==> config.mk <==
export PLATFORM = sky130hd
export DESIGN_NAME = sram_strobe_ctrl
export DESIGN_NICKNAME = d
export VERILOG_FILES = /design/src/rtl/sram_ctrl_pkg.sv /design/src/rtl/sram_ctrl_seq.sv /design/src/rtl/sram_ctrl_xfer.sv /design/src/rtl/sram_strobe_ctrl.sv
export SDC_FILE = /design/constraint.sdc
export NUM_CORES = 1
export LEC_CHECK = 0
export BUFFER_PORTS_ARGS = -buffer_cell sky130_fd_sc_hd__buf_2
export CORE_UTILIZATION = 23
export DETAILED_ROUTE_END_ITERATION = 10
export GPL_TIMING_DRIVEN = 0
export PLACE_DENSITY = 0.56
export RECOVER_POWER = 100
export SYNTH_ARGS = -nofsm -noshare
export SYNTH_HDL_FRONTEND = slang
export SYNTH_SLANG_ARGS = --single-unit
==> constraint.sdc <==
create_clock -name clk -period 4.1 [get_ports clk]
set_input_delay 0.41 -clock clk [delete_from_list [all_inputs] [get_ports clk]]
set_output_delay 0.41 -clock clk [all_outputs]
set_load 0.005 [all_outputs]
==> src/rtl/sram_ctrl_pkg.sv <==
package sram_ctrl_pkg;

    typedef enum logic [2:0] {
        ST_IDLE,
        ST_WR_SETUP,
        ST_WR_PULSE,
        ST_WR_HOLD,
        ST_RD_ACCESS,
        ST_RD_DONE
    } ctrl_state_e;

    // Whole cycles covering a nanosecond figure, never fewer than one.
    function automatic int ns_to_cyc(input int ns, input int period);
        int c;
        c = (ns + period - 1) / period;
        return (c < 1) ? 1 : c;
    endfunction

endpackage

==> src/rtl/sram_ctrl_seq.sv <==
module sram_ctrl_seq
    import sram_ctrl_pkg::*;
#(
    parameter int WP_CYC   = 2,
    parameter int AA_CYC   = 2,
    parameter int DH_CYC   = 1,
    parameter int TURN_CYC = 1
) (
    input  logic clk,
    input  logic rst_n,
    input  logic req_valid,
    input  logic req_write,
    output logic req_ready,
    output logic accept,
    output logic capture,
    output logic rsp_valid,
    output logic mem_ce_n,
    output logic mem_we_n,
    output logic mem_oe_n,
    output logic mem_dq_oe
);

    localparam int CMAX_A = (WP_CYC > AA_CYC) ? WP_CYC : AA_CYC;
    localparam int CMAX   = (CMAX_A > DH_CYC) ? CMAX_A : DH_CYC;
    localparam int CNT_W  = $clog2(CMAX + 1);
    localparam int QW     = $clog2(TURN_CYC + 2);

    ctrl_state_e      state_q, state_d;
    logic [CNT_W-1:0] cnt_q, cnt_d;
    logic [QW-1:0]    quiet_q;
    logic             turn_ok;

    assign turn_ok = (quiet_q >= QW'(TURN_CYC));

    // Next state and phase counter.
    always_comb begin
        state_d = state_q;
        cnt_d   = cnt_q;
        unique case (state_q)
            ST_IDLE: begin
                if (req_valid) begin
                    if (req_write) begin
                        state_d = ST_WR_SETUP;              // accept-write
                        cnt_d   = '0;
                    end else begin
                        state_d = ST_RD_ACCESS;             // accept-read
                        cnt_d   = CNT_W'(AA_CYC - 1);
                    end
                end
            end
            ST_WR_SETUP: begin
                if (turn_ok) begin
                    state_d = ST_WR_PULSE;                  // turnaround-met
                    cnt_d   = CNT_W'(WP_CYC - 1);
                end
            end
            ST_WR_PULSE: begin
                if (cnt_q == '0) begin
                    state_d = ST_WR_HOLD;                   // pulse-done
                    cnt_d   = CNT_W'(DH_CYC - 1);
                end else begin
                    cnt_d = cnt_q - 1'b1;
                end
            end
            ST_WR_HOLD: begin
                if (cnt_q == '0) state_d = ST_IDLE;          // hold-done
                else             cnt_d   = cnt_q - 1'b1;
            end
            ST_RD_ACCESS: begin
                if (cnt_q == '0) state_d = ST_RD_DONE;       // access-done
                else             cnt_d   = cnt_q - 1'b1;
            end
            ST_RD_DONE: state_d = ST_IDLE;                  // respond
            default:    state_d = ST_IDLE;
        endcase
    end

    // State register.
    always_ff @(posedge clk or negedge rst_n) begin
        if (!rst_n) begin
            state_q <= ST_IDLE;
            cnt_q   <= '0;
        end else begin
            state_q <= state_d;
            cnt_q   <= cnt_d;
        end
    end

    // Cycles elapsed with output enable high, saturating at the turnaround.
    always_ff @(posedge clk or negedge rst_n) begin
        if (!rst_n)                        quiet_q <= QW'(TURN_CYC);
        else if (!mem_oe_n)                quiet_q <= '0;
        else if (quiet_q < QW'(TURN_CYC))  quiet_q <= quiet_q + 1'b1;
    end

    // Outputs decoded from the current state.
    always_comb begin
        req_ready = 1'b0;
        rsp_valid = 1'b0;
        mem_ce_n  = 1'b1;
        mem_we_n  = 1'b1;
        mem_oe_n  = 1'b1;
        mem_dq_oe = 1'b0;
        unique case (state_q)
            ST_IDLE:      req_ready = 1'b1;
            ST_WR_SETUP:  mem_ce_n  = 1'b0;
            ST_WR_PULSE: begin
                mem_ce_n  = 1'b0;
                mem_we_n  = 1'b0;
                mem_dq_oe = 1'b1;
            end
            ST_WR_HOLD:   mem_dq_oe = 1'b1;
            ST_RD_ACCESS: begin
                mem_ce_n = 1'b0;
                mem_oe_n = 1'b0;
            end
            ST_RD_DONE:   rsp_valid = 1'b1;
            default:      req_ready = 1'b0;
        endcase
    end

    assign accept  = (state_q == ST_IDLE) && req_valid;
    assign capture = (state_q == ST_RD_ACCESS) && (cnt_q == '0);

endmodule

==> src/rtl/sram_ctrl_xfer.sv <==
module sram_ctrl_xfer #(
    parameter int ADDR_W = 19,
    parameter int DATA_W = 8
) (
    input  logic              clk,
    input  logic              rst_n,
    input  logic              accept,
    input  logic              capture,
    input  logic [ADDR_W-1:0] req_addr,
    input  logic [DATA_W-1:0] req_wdata,
    input  logic [DATA_W-1:0] mem_dq_in,
    output logic [ADDR_W-1:0] mem_addr,
    output logic [DATA_W-1:0] mem_dq_out,
    output logic [DATA_W-1:0] rsp_rdata
);

    logic [ADDR_W-1:0] addr_q;
    logic [DATA_W-1:0] wdata_q;
    logic [DATA_W-1:0] rdata_q;

    always_ff @(posedge clk or negedge rst_n) begin
        if (!rst_n) begin
            addr_q  <= '0;
            wdata_q <= '0;
        end else if (accept) begin
            addr_q  <= req_addr;
            wdata_q <= req_wdata;
        end
    end

    always_ff @(posedge clk or negedge rst_n) begin
        if (!rst_n)       rdata_q <= '0;
        else if (capture) rdata_q <= mem_dq_in;
    end

    assign mem_addr   = addr_q;
    assign mem_dq_out = wdata_q;
    assign rsp_rdata  = rdata_q;

endmodule

==> src/rtl/sram_strobe_ctrl.sv <==
module sram_strobe_ctrl
    import sram_ctrl_pkg::*;
#(
    parameter int ADDR_W        = 19,
    parameter int DATA_W        = 8,
    parameter int CLK_PERIOD_NS = 10,
    parameter int T_WP_NS       = 15,
    parameter int T_AA_NS       = 12,
    parameter int T_OEHZ_NS     = 6,
    parameter int T_DH_NS       = 1
) (
    input  logic              clk,
    input  logic              rst_n,
    input  logic              req_valid,
    output logic              req_ready,
    input  logic              req_write,
    input  logic [ADDR_W-1:0] req_addr,
    input  logic [DATA_W-1:0] req_wdata,
    output logic              rsp_valid,
    output logic [DATA_W-1:0] rsp_rdata,
    output logic [ADDR_W-1:0] mem_addr,
    output logic              mem_ce_n,
    output logic              mem_we_n,
    output logic              mem_oe_n,
    output logic [DATA_W-1:0] mem_dq_out,
    output logic              mem_dq_oe,
    input  logic [DATA_W-1:0] mem_dq_in
);

    localparam int WP_CYC   = ns_to_cyc(T_WP_NS,   CLK_PERIOD_NS);
    localparam int AA_CYC   = ns_to_cyc(T_AA_NS,   CLK_PERIOD_NS);
    localparam int TURN_CYC = ns_to_cyc(T_OEHZ_NS, CLK_PERIOD_NS);
    localparam int DH_CYC   = ns_to_cyc(T_DH_NS,   CLK_PERIOD_NS);

    logic accept;
    logic capture;

    sram_ctrl_seq #(
        .WP_CYC   (WP_CYC),
        .AA_CYC   (AA_CYC),
        .DH_CYC   (DH_CYC),
        .TURN_CYC (TURN_CYC)
    ) u_seq (
        .clk       (clk),
        .rst_n     (rst_n),
        .req_valid (req_valid),
        .req_write (req_write),
        .req_ready (req_ready),
        .accept    (accept),
        .capture   (capture),
        .rsp_valid (rsp_valid),
        .mem_ce_n  (mem_ce_n),
        .mem_we_n  (mem_we_n),
        .mem_oe_n  (mem_oe_n),
        .mem_dq_oe (mem_dq_oe)
    );

    sram_ctrl_xfer #(
        .ADDR_W (ADDR_W),
        .DATA_W (DATA_W)
    ) u_xfer (
        .clk        (clk),
        .rst_n      (rst_n),
        .accept     (accept),
        .capture    (capture),
        .req_addr   (req_addr),
        .req_wdata  (req_wdata),
        .mem_dq_in  (mem_dq_in),
        .mem_addr   (mem_addr),
        .mem_dq_out (mem_dq_out),
        .rsp_rdata  (rsp_rdata)
    );

endmodule

# Word level (Yosys, flattened, before mapping)
# Cells that the tools add are included.
# classes
n_addsub	2
n_lt_le_gt_ge	2
n_reduce_logical	11
n_eq_ne	11
n_mux	21
# ops
cell	count
2-to-1 mux 3 bit	6
case mux 3 bit (5 select lines)	1
2-to-1 mux 2 bit	6
inequality test 2 x 1 -> 1 bit (second input constant)	4
case mux 2 bit (4 select lines)	1
2-to-1 mux 1 bit	7
== test 3 x 2 -> 1 bit (second input constant)	2
== test 3 bit (second input constant)	2
AND reduction 5 bit	1
inequality test 2 bit (second input constant)	2
AND reduction 4 bit	1
nonzero test 4 bit	1
OR reduction 2 bit	2
== test 3 x 1 -> 1 bit (second input constant)	1
logical NOT 3 bit	1
OR reduction 3 bit	1
adder 2 x 1 -> 2 bit (second input constant)	1
greater-or-equal comparator 2 x 1 -> 1 bit (second input constant)	1
logical AND 1 bit	2
logical NOT 2 bit	1
< comparator 2 x 1 -> 1 bit (second input constant)	1
nonzero test 2 bit	1
subtractor 2 x 1 -> 2 bit (second input constant)	1
# word_totals
regBits	42
out_inout_bits	41
elab_cells	53

# Logic depth before layout (Yosys ltp)
# depth
word_depth	4
mapped_depth	6

# Cells and area by module
# Synthesis repeated with hierarchy kept, for this count alone.
# unflattened
hier_cells	138
hier_area_um2	1976.9
# by_module_without_submodules
module	seq_area_each_um2	cells_each	area_each_um2	instances
sram_ctrl_xfer	875.8	74	1401.3	1
sram_ctrl_seq	176.4	64	575.6	1

# Least setup slack after synthesis
# No wires, ideal clock.
# synth_path
path_kind	reg2reg
from	reg u_seq.quiet_q[0]
to	reg u_seq.cnt_q[0]
setup_slack_ns	2.463
stages_incl_launch_ff	7
required_ns	3.972
synth_period_minus_slack_ns	1.637
t_arrival_ns	1.509
n_path_buf	0
cell_sequence	dfstp_2 -> inv_1 -> ha_1 -> nor3b_1 -> o21ba_2 -> nor3_2 -> mux2_1
# synth_between
elab_chain_len	3
# synth_rtl
item	line_no	text
start: declaration	sram_ctrl_seq.sv:30	logic [QW-1:0] quiet_q;
start signal: assignment	sram_ctrl_seq.sv:91	if (!rst_n) quiet_q <= QW'(TURN_CYC);
start signal: assignment	sram_ctrl_seq.sv:93	else if (quiet_q < QW'(TURN_CYC)) quiet_q <= quiet_q + 1'b1;
greater-or-equal comparator 2 x 1 -> 1 bit	sram_ctrl_seq.sv:33	assign turn_ok = (quiet_q >= QW'(TURN_CYC));
inequality test 2 x 1 -> 1 bit (no line)	--	
AND reduction 4 bit (no line)	--	
end signal: assignment	sram_ctrl_seq.sv:85	cnt_q <= cnt_d;
end: declaration	sram_ctrl_seq.sv:29	logic [CNT_W-1:0] cnt_q, cnt_d;
# Every way passes these cells.
# A chain may end at the register's enable or synchronous reset.

# Final worst setup path
# layout_path
from	reg u_seq.state_q[1]
to	reg u_xfer.addr_q[12] (netlist: u_xfer.mem_addr[12])
# layout_between
elab_chain_len	2
# layout_rtl
item	line_no	text
start: declaration	sram_ctrl_seq.sv:28	ctrl_state_e state_q, state_d;
start signal: assignment	sram_ctrl_seq.sv:84	state_q <= state_d;
logical NOT 3 bit	sram_ctrl_seq.sv:122	assign accept = (state_q == ST_IDLE) && req_valid;
logical AND 1 bit	sram_ctrl_seq.sv:122	
end signal: assignment	sram_ctrl_xfer.sv:26	addr_q <= req_addr;
end: declaration	sram_ctrl_xfer.sv:17	logic [ADDR_W-1:0] addr_q;
# Every way passes these cells.

==> metrics <==
outcome=finished, violations left; failing checks=capacitance limit, slew limit; antenna violations before repair=0; nets in the synthesized netlist=185; final RePlAce weighted congestion=0.782; Clock power frac=0.149; syn_area_per_cell=~14 um2; slowest CP cell=clkbuf_1; fmax=approximately 440 MHz; crit path DAT=2460 ps; # clock sinks=42; critical path class=flop to flop; first-pass GRT wire length=6.29 mm; wire length per cell=11.3 um; drt first pass iters=5; slew at the pin with the worst max-slew slack=2240 ps; initial core utilization=0.243; crit path time final=about 2300 ps; cts bufs inserted=5; unrepaired setup endpoints after global routing=no; cell family contributing the most delay on the critical path=buffers and inverters; min-delay worst type=input port to flop; Mapped Cells=141; Area Growth Syn to Fin=29.5%; drt initial violations=21; worst path cell trace=nor3_1 > and2_0 > clkbuf_1 > clkbuf_1 > mux2_2; pwr dens=around 740 nW/um2; Slew HR=-0.493; Required @ worst endpoint=4270 ps; most common cell after layout, fill and taps aside=buf_2; Placed Cells incl. Taps=322; endpoints failing setup=0; Comb power frac=0.449; sw frac=0.338; Seq cells post-synth=42; Static Leak=1.14 nW; die area=8690 um2; register area share after synthesis=0.550; worst vdd ir=0.177 mV; Net count, final=around 270; clock buffer depth=2; final slew viol count=43; CP max FO=10; slowest cell delay on critical path=500 ps; crit path capture type=flop; DRC viols=0; post-synth cell types=34; DRT antenna net count=0; IO buf count=between 70 and 80; worst skew pair latency=280 ps; DRT Wirelength=around 3.7 mm; max cap viols=1; ratio of final minimum period to clock period=0.559; Reg power frac=0.402; Post-synth EDFFs=0; Ports=80; CTS resizes=0; routed via count=~1400; Hold Slack=roughly 340 ps; final clock skew=between 5 and 6 ps; largest net degree at the start of global routing=43; grt total ovfl=0; Tot Pwr=~1.8 mW; Critical Path Source Type=flop; most frequent CP cell=clkbuf_1; CORE AREA=7890 um2; post-CTS setup buffer count=0; FFs w/ async S/R, synth=1.00; sw power=around 0.62 mW; cell area after synthesis=1910 um2; commonest non-fill, non-tap cells in the layout=buf_2 (63), dfrtp_1 (41), mux2_2 (33); hpwl dp=2.75 mm; Die Y=93.2 um; CTS clk-pin slew, worst paths=80 ps; H-tree levels=2; Global Route Usage Sum=0.0919; Critical path buffers and inverters=2; # hold bufs at CTS=0; vias in the first global route=~1300; Internal=1.22 mW; Finished Layout Cells=330; placed instance area=2440 um2; via-per-instance ratio=4.18; Synth Flop Type=dfrtp_1; final hold violations=0; design area=2480 um2; synth warn=0; Core Rows=32; overall die width=93.2 um; clock root buffer=clkbuf_8; setup_tns=0 ps; number of diodes=0; share of layout cells above drive strength 1=0.478; TritonCTS clock tree=done
[Yosys cell counts (2+ instances only)]
| master | n | area (um2) |
|---|---|---|
| dfrtp_1 | 41 | 1030 |
| mux2_2 | 33 | 372 |
| a21oi_1 | 6 | 30.0 |
| ha_1 | 5 | 62.6 |
| inv_1 | 5 | 18.8 |
| mux2_1 | 4 | 45.0 |
| nand2_1 | 4 | 15.0 |
| nor2_1 | 4 | 15.0 |
| o21ai_0 | 4 | 20.0 |
| buf_4 | 3 | 22.5 |
| mux2i_1 | 3 | 30.0 |
| buf_2 | 2 | 10.0 |
| buf_6 | 2 | 22.5 |
| nor3_1 | 2 | 10.0 |
| nor3_2 | 2 | 20.0 |
| nor3b_1 | 2 | 15.0 |
| o21ba_2 | 2 | 20.0 |
[power groups by stage]
stage	sequential (mW)	combinational (mW)	clock [mW]
final	0.739	0.824	0.274
after global routing	0.771	0.931	0.311
after CTS	0.744	0.888	0.297
after detailed placement	0.751	0.888	0
after global placement	0.746	0.872	0
after floorplan	0.763	0.545	0
[logic make-up after synthesis]
| group | synth area share |
|---|---|
| multiplexers | 0.233 |
| XOR/XNOR | 0.00915 |
| flip-flops | 0.550 |
| buffers and inverters | 0.0405 |
| AO/OA/AOI/OAI | 0.0543 |
| AND/OR/NAND/NOR | 0.0804 |
| adder cells (fa/ha/maj) | 0.0327 |
[metrics by stage]
| step | setup slack (ps) | utilization |
|---|---|---|
| final | 1810 | 0.314 |
| after floorplan | 2460 | - |
| after detailed placement | 2360 | 0.309 |
| after global placement | 2370 | 0.309 |
| after CTS | 2190 | 0.321 |
| after global routing | 1410 | 0.314 |
[sequential cells by signal, indices dropped and copies added (netlist names)]
signal and cells:
u_xfer.mem_dq_out 8, u_xfer.rsp_rdata 8, u_seq.quiet_q 2, u_seq.state_q 3, u_xfer.mem_addr 19, u_seq.cnt_q 2
[layer usage]
layer	GRT usage	vias to the layer above	wire [um]
met5	0	-	0
li1	-	669	-
met1	0.115	655	1650
met2	0.153	52	1790
met3	0.0260	5	246
met4	0.0269	0	29
[area by class of cell]
class / count / area, um2
plain buffers: 8 / 35.0
clock buffers: 6 / 82.6
clock inverters: 2 / 12.5
fillers: 846 / 5410
inverters: 5 / 18.8
multi-input cells: 86 / 774
flip-flops and latches: 42 / 1050
well taps: 102 / 128
repair buffers: 79 / 375
[worst paths after layout]
kind                       cells past startpoint                          endpoint                            start  slack [ps]
hold / removal                                 2   u_xfer.mem_addr[18]$_DFFE_PN0P_                     req_addr[18]         340
min in group asynchronous                      1  u_xfer.mem_dq_out[3]$_DFFE_PN0P_                            rst_n         770
hold reg to reg                                1   u_xfer.mem_addr[18]$_DFFE_PN0P_  u_xfer.mem_addr[18]$_DFFE_PN0P_         490
setup reg to reg                               5   u_xfer.mem_addr[12]$_DFFE_PN0P_     u_seq.state_q[1]$_DFFE_PN0P_        1810
max in group asynchronous                      1      u_seq.quiet_q[1]$_DFFE_PN0P_                            rst_n        2040
setup / recovery                               5   u_xfer.mem_addr[12]$_DFFE_PN0P_     u_seq.state_q[1]$_DFFE_PN0P_        1810
No activity file was read; power rests on OpenSTA's default activity.
